`config.mk`:
```
export PLATFORM = sky130hd
export DESIGN_NAME = lbist_ctrl
export DESIGN_NICKNAME = d
export VERILOG_FILES = /design/src/rtl/lbist_pkg.sv /design/src/rtl/lbist_prpg.sv /design/src/rtl/lbist_misr.sv /design/src/rtl/lbist_scan_model.sv /design/src/rtl/lbist_seq.sv /design/src/rtl/lbist_ctrl.sv
export SDC_FILE = /design/constraint.sdc
export NUM_CORES = 1
export LEC_CHECK = 0
export BUFFER_PORTS_ARGS = -buffer_cell sky130_fd_sc_hd__buf_2
export CORE_MARGIN = 3
export CORE_UTILIZATION = 58
export CTS_BUF_LIST = sky130_fd_sc_hd__clkbuf_4 sky130_fd_sc_hd__clkbuf_8 sky130_fd_sc_hd__clkbuf_16
export DETAILED_ROUTE_END_ITERATION = 8
export PLACE_DENSITY = 0.89
export RECOVER_POWER = 25
export SLEW_MARGIN = 20
export SYNTH_ARGS = -nofsm -noshare
export SYNTH_HDL_FRONTEND = slang
export SYNTH_SLANG_ARGS = --single-unit
export TNS_END_PERCENT = 50
```
`constraint.sdc`:
```
create_clock -name clk -period 1.9 [get_ports clk]
set_input_delay 0.38 -clock clk [delete_from_list [all_inputs] [get_ports clk]]
set_output_delay 0.38 -clock clk [all_outputs]
set_load 0.02 [all_outputs]
```
`src/rtl/lbist_pkg.sv`:
```
// Shared constants and types for the logic self-test sequencer.
package lbist_pkg;
    localparam int          SIG_W     = 16;
    localparam logic [15:0] MISR_POLY = 16'h1021;
    localparam logic [15:0] PRPG_TAPS = 16'hB400;

    typedef enum logic [1:0] {
        PH_IDLE    = 2'd0,
        PH_SHIFT   = 2'd1,
        PH_CAPTURE = 2'd2
    } phase_t;
endpackage

```
`src/rtl/lbist_prpg.sv`:
```
// Pseudorandom pattern generator: a Fibonacci LFSR that is seeded on demand
// and advances once per shift cycle. The low OUT_W bits feed the scan inputs.
// Assumes SEED is nonzero and TAPS describes a maximal-length polynomial.
module lbist_prpg #(
    parameter int          W     = 16,
    parameter int          OUT_W = 4,
    parameter logic [W-1:0] SEED = 16'hACE1,
    parameter logic [W-1:0] TAPS = lbist_pkg::PRPG_TAPS
) (
    input  logic             clk,
    input  logic             rst_n,
    input  logic             seed_load,
    input  logic             advance,
    output logic [OUT_W-1:0] pattern
);
    logic [W-1:0] state_q;
    logic         feedback;

    // Parity of the tapped bits forms the bit shifted in.
    always_comb feedback = ^(state_q & TAPS);

    // State register: seed on load, otherwise step when shifting.
    always_ff @(posedge clk) begin
        if (!rst_n)         state_q <= SEED;
        else if (seed_load) state_q <= SEED;
        else if (advance)   state_q <= {state_q[W-2:0], feedback};
    end

    assign pattern = state_q[OUT_W-1:0];

    assert_seeded_R4: assert property (@(posedge clk) disable iff (!rst_n)
        seed_load |=> (state_q == SEED));
    assert_never_zero_R4: assert property (@(posedge clk) disable iff (!rst_n)
        state_q != '0);
endmodule

```
`src/rtl/lbist_misr.sv`:
```
// Multiple-input signature register. It uses a Galois shift with a fixed
// polynomial and XORs one input bit into each of the low IN_W stages.
// Assumes IN_W <= W.
module lbist_misr #(
    parameter int           W    = 16,
    parameter int           IN_W = 4,
    parameter logic [W-1:0] POLY = lbist_pkg::MISR_POLY
) (
    input  logic            clk,
    input  logic            rst_n,
    input  logic            clear,
    input  logic            compress,
    input  logic [IN_W-1:0] din,
    output logic [W-1:0]    sig
);
    logic [W-1:0] sig_q;
    logic [W-1:0] sig_next;

    // Next signature: shift, fold in the polynomial, then merge the inputs.
    always_comb begin
        sig_next = {sig_q[W-2:0], 1'b0} ^ (sig_q[W-1] ? POLY : '0);
        sig_next[IN_W-1:0] = sig_next[IN_W-1:0] ^ din;
    end

    // Signature register: clear on start, compress on enabled shifts.
    always_ff @(posedge clk) begin
        if (!rst_n)        sig_q <= '0;
        else if (clear)    sig_q <= '0;
        else if (compress) sig_q <= sig_next;
    end

    assign sig = sig_q;

    assert_cleared_R5: assert property (@(posedge clk) disable iff (!rst_n)
        clear |=> (sig_q == '0));
    assert_hold_R5: assert property (@(posedge clk) disable iff (!rst_n)
        (!clear && !compress) |=> $stable(sig_q));
endmodule

```
`src/rtl/lbist_scan_model.sv`:
```
// Behavioural scan-chain model: CHAINS chains of CHAIN_LEN cells each.
// When shifting, cells move toward the top cell, which is the scan output.
// When capturing, each chain rotates and XORs its neighbour chain in.
// Cells change only while clk_en is high.
module lbist_scan_model #(
    parameter int CHAINS    = 4,
    parameter int CHAIN_LEN = 8
) (
    input  logic              clk,
    input  logic              rst_n,
    input  logic              clk_en,
    input  logic              scan_en,
    input  logic [CHAINS-1:0] scan_in,
    output logic [CHAINS-1:0] scan_out
);
    logic [CHAIN_LEN-1:0] cells_q [CHAINS];
    logic [CHAIN_LEN-1:0] cells_d [CHAINS];

    // Next cell contents for either shift or functional capture.
    always_comb begin
        for (int c = 0; c < CHAINS; c++) begin
            if (scan_en)
                cells_d[c] = {cells_q[c][CHAIN_LEN-2:0], scan_in[c]};
            else
                cells_d[c] = {cells_q[c][CHAIN_LEN-2:0], cells_q[c][CHAIN_LEN-1]}
                             ^ cells_q[(c + 1) % CHAINS];
        end
    end

    // Cell storage, gated by the chain clock enable.
    always_ff @(posedge clk) begin
        for (int c = 0; c < CHAINS; c++) begin
            if (!rst_n)      cells_q[c] <= '0;
            else if (clk_en) cells_q[c] <= cells_d[c];
        end
    end

    for (genvar g = 0; g < CHAINS; g++) begin : g_out
        assign scan_out[g] = cells_q[g][CHAIN_LEN-1];
    end

    assert_frozen_R6: assert property (@(posedge clk) disable iff (!rst_n)
        !clk_en |=> $stable(scan_out));
endmodule

```
`src/rtl/lbist_seq.sv`:
```
// Session sequencer. After an accepted start it runs PATTERNS+1 shift phases
// of CHAIN_LEN cycles, with a capture burst of CAPTURES cycles between each
// pair. The first shift phase only loads; later shift phases unload into the
// signature register while the next pattern loads. Start is accepted only
// when idle. Assumes CHAIN_LEN >= 2, PATTERNS >= 1 and CAPTURES >= 1.
module lbist_seq #(
    parameter int CHAIN_LEN = 8,
    parameter int PATTERNS  = 4,
    parameter int CAPTURES  = 2
) (
    input  logic clk,
    input  logic rst_n,
    input  logic start,
    output logic scan_en,
    output logic clk_en,
    output logic session_init,
    output logic compress,
    output logic done
);
    import lbist_pkg::*;

    localparam int SH_W  = $clog2(CHAIN_LEN);
    localparam int CAP_W = (CAPTURES > 1) ? $clog2(CAPTURES) : 1;
    localparam int PAT_W = $clog2(PATTERNS + 1);

    phase_t           phase_q;
    logic [SH_W-1:0]  sh_cnt_q;
    logic [CAP_W-1:0] cap_cnt_q;
    logic [PAT_W-1:0] pat_cnt_q;
    logic             done_q;
    logic             sh_last, cap_last, pat_last;

    // Terminal-count decodes for the three counters.
    always_comb begin
        sh_last  = (sh_cnt_q == SH_W'(CHAIN_LEN - 1));
        cap_last = (cap_cnt_q == CAP_W'(CAPTURES - 1));
        pat_last = (pat_cnt_q == PAT_W'(PATTERNS));
    end

    // Phase machine with its shift, capture and pattern counters.
    always_ff @(posedge clk) begin
        if (!rst_n) begin
            phase_q   <= PH_IDLE;
            sh_cnt_q  <= '0;
            cap_cnt_q <= '0;
            pat_cnt_q <= '0;
            done_q    <= 1'b0;
        end else begin
            unique case (phase_q)
                PH_IDLE: begin
                    if (start) begin
                        phase_q   <= PH_SHIFT;
                        sh_cnt_q  <= '0;
                        cap_cnt_q <= '0;
                        pat_cnt_q <= '0;
                        done_q    <= 1'b0;
                    end
                end
                PH_SHIFT: begin
                    sh_cnt_q <= sh_cnt_q + 1'b1;
                    if (sh_last) begin
                        sh_cnt_q <= '0;
                        if (pat_last) begin
                            phase_q <= PH_IDLE;
                            done_q  <= 1'b1;
                        end else begin
                            phase_q <= PH_CAPTURE;
                        end
                    end
                end
                PH_CAPTURE: begin
                    cap_cnt_q <= cap_cnt_q + 1'b1;
                    if (cap_last) begin
                        cap_cnt_q <= '0;
                        pat_cnt_q <= pat_cnt_q + 1'b1;
                        phase_q   <= PH_SHIFT;
                    end
                end
                default: phase_q <= PH_IDLE;
            endcase
        end
    end

    // Control outputs decoded from the phase.
    always_comb begin
        scan_en      = (phase_q == PH_SHIFT);
        clk_en       = (phase_q != PH_IDLE);
        session_init = (phase_q == PH_IDLE) && start;
        compress     = (phase_q == PH_SHIFT) && (pat_cnt_q != '0);
    end

    assign done = done_q;

    assert_quiet_when_idle_R2: assert property (@(posedge clk) disable iff (!rst_n)
        (phase_q == PH_IDLE) |-> (!scan_en && !clk_en));
    assert_capture_run_R3: assert property (@(posedge clk) disable iff (!rst_n)
        (phase_q == PH_CAPTURE && !cap_last) |=> (phase_q == PH_CAPTURE));
    assert_done_timing_R7: assert property (@(posedge clk) disable iff (!rst_n)
        (phase_q == PH_SHIFT && sh_last && pat_last) |=> (done_q && phase_q == PH_IDLE));
    assert_start_ignored_R9: assert property (@(posedge clk) disable iff (!rst_n)
        (phase_q == PH_CAPTURE && start) |=> (phase_q != PH_IDLE && !done_q));
    assert_done_only_idle_R7: assert property (@(posedge clk) disable iff (!rst_n)
        done_q |-> (phase_q == PH_IDLE));
endmodule

```
`src/rtl/lbist_ctrl.sv`:
```
// Top of the logic self-test block. It ties the sequencer to the pattern
// generator, the chain model and the signature register, and compares the
// final signature against an expected value. Assumes CHAINS <= 16.
module lbist_ctrl #(
    parameter int          CHAINS    = 4,
    parameter int          CHAIN_LEN = 8,
    parameter int          PATTERNS  = 4,
    parameter int          CAPTURES  = 2,
    parameter logic [15:0] SEED      = 16'hACE1
) (
    input  logic        clk,
    input  logic        rst_n,
    input  logic        start,
    input  logic [15:0] expected_sig,
    output logic        scan_en,
    output logic        chain_clk_en,
    output logic        done,
    output logic        pass,
    output logic [15:0] signature
);
    import lbist_pkg::*;

    logic              session_init;
    logic              compress;
    logic [CHAINS-1:0] chain_in;
    logic [CHAINS-1:0] chain_out;

    lbist_seq #(
        .CHAIN_LEN(CHAIN_LEN), .PATTERNS(PATTERNS), .CAPTURES(CAPTURES)
    ) u_seq (
        .clk(clk), .rst_n(rst_n), .start(start),
        .scan_en(scan_en), .clk_en(chain_clk_en),
        .session_init(session_init), .compress(compress), .done(done)
    );

    lbist_prpg #(
        .W(SIG_W), .OUT_W(CHAINS), .SEED(SEED), .TAPS(PRPG_TAPS)
    ) u_prpg (
        .clk(clk), .rst_n(rst_n), .seed_load(session_init),
        .advance(scan_en), .pattern(chain_in)
    );

    lbist_scan_model #(
        .CHAINS(CHAINS), .CHAIN_LEN(CHAIN_LEN)
    ) u_chains (
        .clk(clk), .rst_n(rst_n), .clk_en(chain_clk_en), .scan_en(scan_en),
        .scan_in(chain_in), .scan_out(chain_out)
    );

    lbist_misr #(
        .W(SIG_W), .IN_W(CHAINS), .POLY(MISR_POLY)
    ) u_misr (
        .clk(clk), .rst_n(rst_n), .clear(session_init), .compress(compress),
        .din(chain_out), .sig(signature)
    );

    // Verdict: meaningful only once the session has finished.
    always_comb pass = done && (signature == expected_sig);

    assert_no_pass_while_busy_R8: assert property (@(posedge clk) disable iff (!rst_n)
        chain_clk_en |-> !pass);
    assert_shift_has_clock_R2: assert property (@(posedge clk) disable iff (!rst_n)
        scan_en |-> chain_clk_en);
endmodule

```
# --- Word-level counts from Yosys, hierarchy flattened ---
# Memory sizes are Yosys's and may differ from the RTL's.
# Index checks and enable logic that the tools add are counted.
classes:
  n_lt_le_gt_ge: 0
  n_eq_ne: 9
  n_bitwise: 11
  n_addsub: 3
  mul: 0
  n_div: 0
  shift: 0
  n_mux: 29
  reduce_logical: 15
ops:
  columns: ["cell", "count"]
  rows:
  - ["$mux 8", 8]
  - ["$xor 8x8->8", 4]
  - ["$eq 16x16->1", 1]
  - ["$reduce_xor 16->1", 1]
  - ["$xor 16x16->16", 1]
  - ["$mux 13", 1]
  - ["$pmux 3 s2", 2]
  - ["$mux 3", 3]
  - ["$mux 1", 8]
  - ["$mux 2", 4]
  - ["$add 3x1->3 const B", 2]
  - ["$eq 3x3->1 const B", 2]
  - ["$ne 2x1->1 const B", 3]
  - ["$pmux 2 s3", 1]
  - ["$reduce_and 3->1", 2]
  - ["$reduce_bool 2->1", 3]
  - ["$or 1x1->1", 4]
  - ["$pmux 1 s2", 2]
  - ["$reduce_and 2->1", 2]
  - ["$reduce_and 4->1", 1]
  - ["$xor 4x4->4", 1]
  - ["$logic_and 1x1->1", 3]
  - ["$reduce_bool 3->1", 1]
  - ["$eq 2x1->1 const B", 1]
  - ["6 further kinds", 6]
totals:
  rom_bits: 0
  latchBits: 0
  reg_bits: 42
  memories: 1
  wordCells: 75
  input_bits: 19
  ram_bits: 32
  output_inout_bits: 20
memory_table:
  columns: ["memory", "depth", "word_bits", "rd", "rd_clocked_by_memory_dff", "write_ports", "line_no", "text"]
  rows:
  - ["u_chains.cells_q", 4, 8, 4, 0, 4, "lbist_scan_model.sv:16", "logic [CHAIN_LEN-1:0] cells_q [CHAINS];"]

# --- Logic depth before layout (Yosys ltp) ---
logic_depth:
  word_depth: 5
  ltp_mapped: 8
  ltp_nobuf: 6

# --- Hierarchy ---
# A second synthesis with hierarchy kept.
unflattened:
  cells_unflattened: 357
  area_unflattened_um2: 3829.9
by_module_without_submodules:
  columns: ["mod", "cells_per_inst", "n_inst", "area_per_inst_um2", "seq_area_each_um2"]
  rows:
  - ["lbist_scan_model", 140, 1, 1687.9, 960.9]
  - ["lbist_misr", 69, 1, 730.7, 320.3]
  - ["lbist_prpg", 61, 1, 656.9, 320.3]
  - ["lbist_seq", 65, 1, 573.0, 200.2]
  - ["lbist_ctrl", 22, 1, 181.4, 0.0]

# --- Least setup slack after synthesis ---
# Ideal clock, no wire load.
synth_path:
  path_type: "reg-to-output"
  startpoint: "register u_misr.sig_q[15], in the netlist u_misr.sig[15]"
  endpoint: "output port pass"
  arrival_time_ps: 1640
  t_required_ps: 1520
  path_slack_ps: -120
  path_stages_with_launch: 5
  path_buffers: 1
  cell_sequence: "dfxtp_1 -> clkbuf_1 -> xnor2_1 -> nand4_1 -> nor4_1"
synth_between:
  elab_chain_len: 2
synth_rtl:
  columns: ["item", "line_no", "text"]
  rows:
  - ["start: declaration", "lbist_misr.sv:16", "logic [W-1:0] sig_q;"]
  - ["start signal: assignment", "lbist_misr.sv:29", "else if (compress) sig_q <= sig_next;"]
  - ["$eq 16x16->1", "lbist_ctrl.sv:58", "always_comb pass = done && (signature == expected_sig);"]
  - ["$logic_and 1x1->1", "lbist_ctrl.sv:58", null]
  - ["end: declaration", "lbist_ctrl.sv:18", "output logic pass,"]
# No other way between the ends.

# --- Worst setup path in the final report ---
layout_path:
  startpoint: "register u_misr.sig_q[3], in the netlist u_misr.sig[3]"
  endpoint: "output port pass"
# Same word-level chain as after synthesis.

==> impl_metrics.py <==
metrics = {
    "global_route": {
        "antenna_found_initial": 0,
        "grtUsageMet3_pct": 4.12,
        "first_global_vias": 2569,
        "grt_use_met2_pct": 35.2,
        "use_met1_pct": 25.5,
        "grt_pass1_wl_mm": 11.8,
        "busiest_layer": "met2",
        "grt_start_max_net_pins": 33,
        "grt_overflow_total": 0,
        "grt.total_usage_pct": 20.7,
    },
    "timing": {
        "worst_hold_slack_ns": 0.374,
        "final.setup_skew_ns": 0.00991,
        "finalHoldViolations": 0,
        "rsz0062_at_grt": "true",
        "clock.fmax_mhz": 529,
        "period_share_pct": 99.5,
        "fin_tns_setup_ns": 0,
        "finalCriticalPeriod_ns": 1.89,
        "finalMaxSlewViolations": 0,
        "worstMarginPinSlew_ns": 0.555,
        "setup_viol": 0,
        "relSlewSlack_pct": 62.8,
    },
    "worst_setup_path": {
        "crit_top_cell": "nor4_2",
        "crit_chain": "xor2_1, nor4_2, nand4_1, nor4_2, buf_2",
        "r2r_slack_ns": 0.29,
        "worstSetupStartpointType": "flop",
        "crit_arrival_ns": 1.51,
        "crit_type": "flop to primary output",
        "required_ns": 1.52,
        "cp_max_fo": 2,
        "slowest_stage": "dfxtp_2",
        "critPathCaptureType": "primary output",
        "critPathMaxStageDelay_ns": 0.33,
    },
    "floorplanning": {
        "die_h_um": 84.2,
        "core_sq_um": 5710,
        "rows": 27,
        "start_util_pct": 62.1,
        "dieArea_sq_um": 7080,
        "io_pins": 39,
        "die_w_um": 84.2,
    },
    "power_and_ir_drop": {
        "seq_power_share_pct": 49.7,
        "p_int_uw": 2860,
        "p_sw_uw": 978,
        "peakVddDrop_mv": 0.408,
        "power_density_nw_per_um2": 964,
        "p_total_uw": 3840,
        "p_comb_share_pct": 13.4,
        "power_leakage_uw": 0.00159,
        "switching_share_pct": 25.5,
        "clkPwrFrac_pct": 37.0,
    },
    "place": {
        "io_buffers": 38,
        "dpl.hpwl_mm": 4.48,
        "gp_congestion": 0.788,
        "postPlaceCellArea_sq_um": 3710,
    },
    "cts": {
        "cts_max_path_buffers": 2,
        "clockRootBuffer": "clkbuf_8",
        "cts_num_sinks": 74,
        "htreeDepth": 3,
        "hold_buffers": 0,
        "cts_tree": "done",
        "numCtsBuffers": 9,
        "insertion_delay_ns": 0.34,
        "clk_pin_slew_ns": 0.07,
    },
    "routing": {
        "wl_per_cell_um": 14.1,
        "vias": 2566,
        "drt_iter0_drc": 193,
        "dr.pass1.iters": 4,
        "wl_mm": 6.74,
        "ant_nets": 0,
        "routed_via_density": 5.38,
        "drc_errors": 0,
    },
    "cells_and_area": {
        "fill_cells": 400,
        "fin_nets": 423,
        "diodes": 0,
        "area_growth_pct": 12.4,
        "layout-drive-gt1-share_pct": 20.0,
        "finish.utilization_pct": 69.8,
        "fin_area_sq_um": 3980,
    },
    "status": {
        "status": "completed",
    },
    "synth": {
        "synth.top_cell.area_share_pct": 27.1,
        "syn_area_per_cell_sq_um": 9.55,
        "synth_top_cells_by_area": "edfxtp_1 27%, dfxtp_1 24%, nand2_1 9.2%",
        "yosysSeqAreaShare_pct": 50.8,
        "syn_nets": 394,
        "yosysWarnings": 0,
        "synth_flop_cell": "dfxtp_1",
        "yosysTopAreaCell": "edfxtp_1",
        "ys_seq_elements": 74,
        "netlist_instances": 371,
        "synth_edf_count": 32,
        "syn_area_sq_um": 3540,
        "synth.distinct_cells": 40,
        "async_reset_ff_share_pct": 0,
    },
    "flow_run": {
        "maxCapViolCount": 0,
    },
    "hold_path": {
        "min_path_type": "primary input to flop",
    },
}
==> timing repair <==
action / CTS / global route
setup buffers: 2 / 0
cloned: 1 / 0
setup endpoints to repair: 2 / 2
gates resized for setup: 4 / 4
pin swaps: 5 / 0
==> layout make-up <==
| cell class | instances | area [sq um] | area share (%) |
|---|---|---|---|
| clock buffers | 14 | 209 | 5.25 |
| clock inverters | 2 | 36.3 | 0.911 |
| inverters | 6 | 22.5 | 0.566 |
| multi-input cells | 262 | 1550 | 38.9 |
| flip-flops and latches | 74 | 1810 | 45.4 |
| well taps | 72 | 90.1 | 2.26 |
| repair buffers | 47 | 269 | 6.75 |
==> per-layer routing <==
| metal | wire [um] | share of wire, % |
|---|---|---|
| met2 | 3410 | 51 |
| met1 | 2860 | 42 |
| met5 | 0 | 0 |
| met3 | 347 | 5.1 |
| met4 | 129 | 1.9 |
==> state kept, by name, indices dropped and copies added (netlist names) <==
register / count
u_misr.sig: 16
u_seq.done: 1
u_seq.pat_cnt_q: 3
u_seq.phase_q: 2
u_prpg.state_q: 16
u_seq.sh_cnt_q: 3
u_seq.cap_cnt_q: 1
u_chains.cells_q: 32
==> cells in the final DEF (no fill, tap or decap), types with 7 or more instances in the layout <==
master	instances
clkbuf_8	11
xor2_1	36
nand2_1	87
nand3_1	7
edfxtp_1	32
buf_4	7
dfxtp_1	37
a21oi_1	25
nor2_1	40
xnor2_1	22
buf_2	37
==> worst max-delay path, delay by kind of cell, from the launching register on <==
family / cells / cell delay (ns)
AND/OR/NAND/NOR: 3 / 0.51
flip-flops: 1 / 0.33
buffers and inverters: 1 / 0.20
XOR/XNOR: 1 / 0.14
==> worst paths after layout <==
path | startpoint | end | cells past startpoint
setup / recovery | u_misr.sig[3] | pass | 5
hold / removal | rst_n | u_seq.phase_q[1] | 3
hold reg to reg | u_prpg.state_q[14] | u_prpg.state_q[14] | 2
setup reg to reg | u_seq.phase_q[1] | u_chains.cells_q[1][11] | 5
==> through the flow <==
step,worst slack [ns],std cells
after floorplan,0.0787,371
after global placement,0.0797,458
after detailed placement,0.0673,458
after CTS,-0.0573,477
after global routing,-0.122,477
final,0.00973,477
==> synth_stat cells (2+ instances only) <==
cell type,instances
nand2_1,87
dfxtp_1,42
nor2_1,40
xor2_1,36
edfxtp_1,32
a21oi_1,25
xnor2_1,23
buf_4,12
buf_2,10
nand3_1,7
inv_1,5
a211oi_2,4
buf_6,4
clkbuf_1,4
ha_1,4
nand4_1,4
nor2b_1,3
o21ai_0,3
a211oi_1,2
a22oi_1,2
and2_1,2
nor4_1,2
==> power by group through the flow <==
stage | logic [uW] | registers [uW] | clock network, uW
after global placement | 489 | 1930 | 0
after detailed placement | 506 | 1940 | 0
after CTS | 521 | 1900 | 1430
final | 514 | 1910 | 1420
after global routing | 579 | 1920 | 1500
after floorplan | 407 | 1910 | 0
==> kinds of logic (layout without fill, tap and decap cells) <==
group / Yosys count / after routing / synth area share (%)
mux: 1 / 1 / 0.282
simple gates: 153 / 154 / 18.2
fa+ha+maj: 4 / 4 / 1.41
buf+inv: 36 / 69 / 6.29
flops: 74 / 74 / 50.8
xor+xnor: 59 / 59 / 14.6
compound gates: 44 / 44 / 8.40
Note: power is estimated with default switching activity, not from simulation.
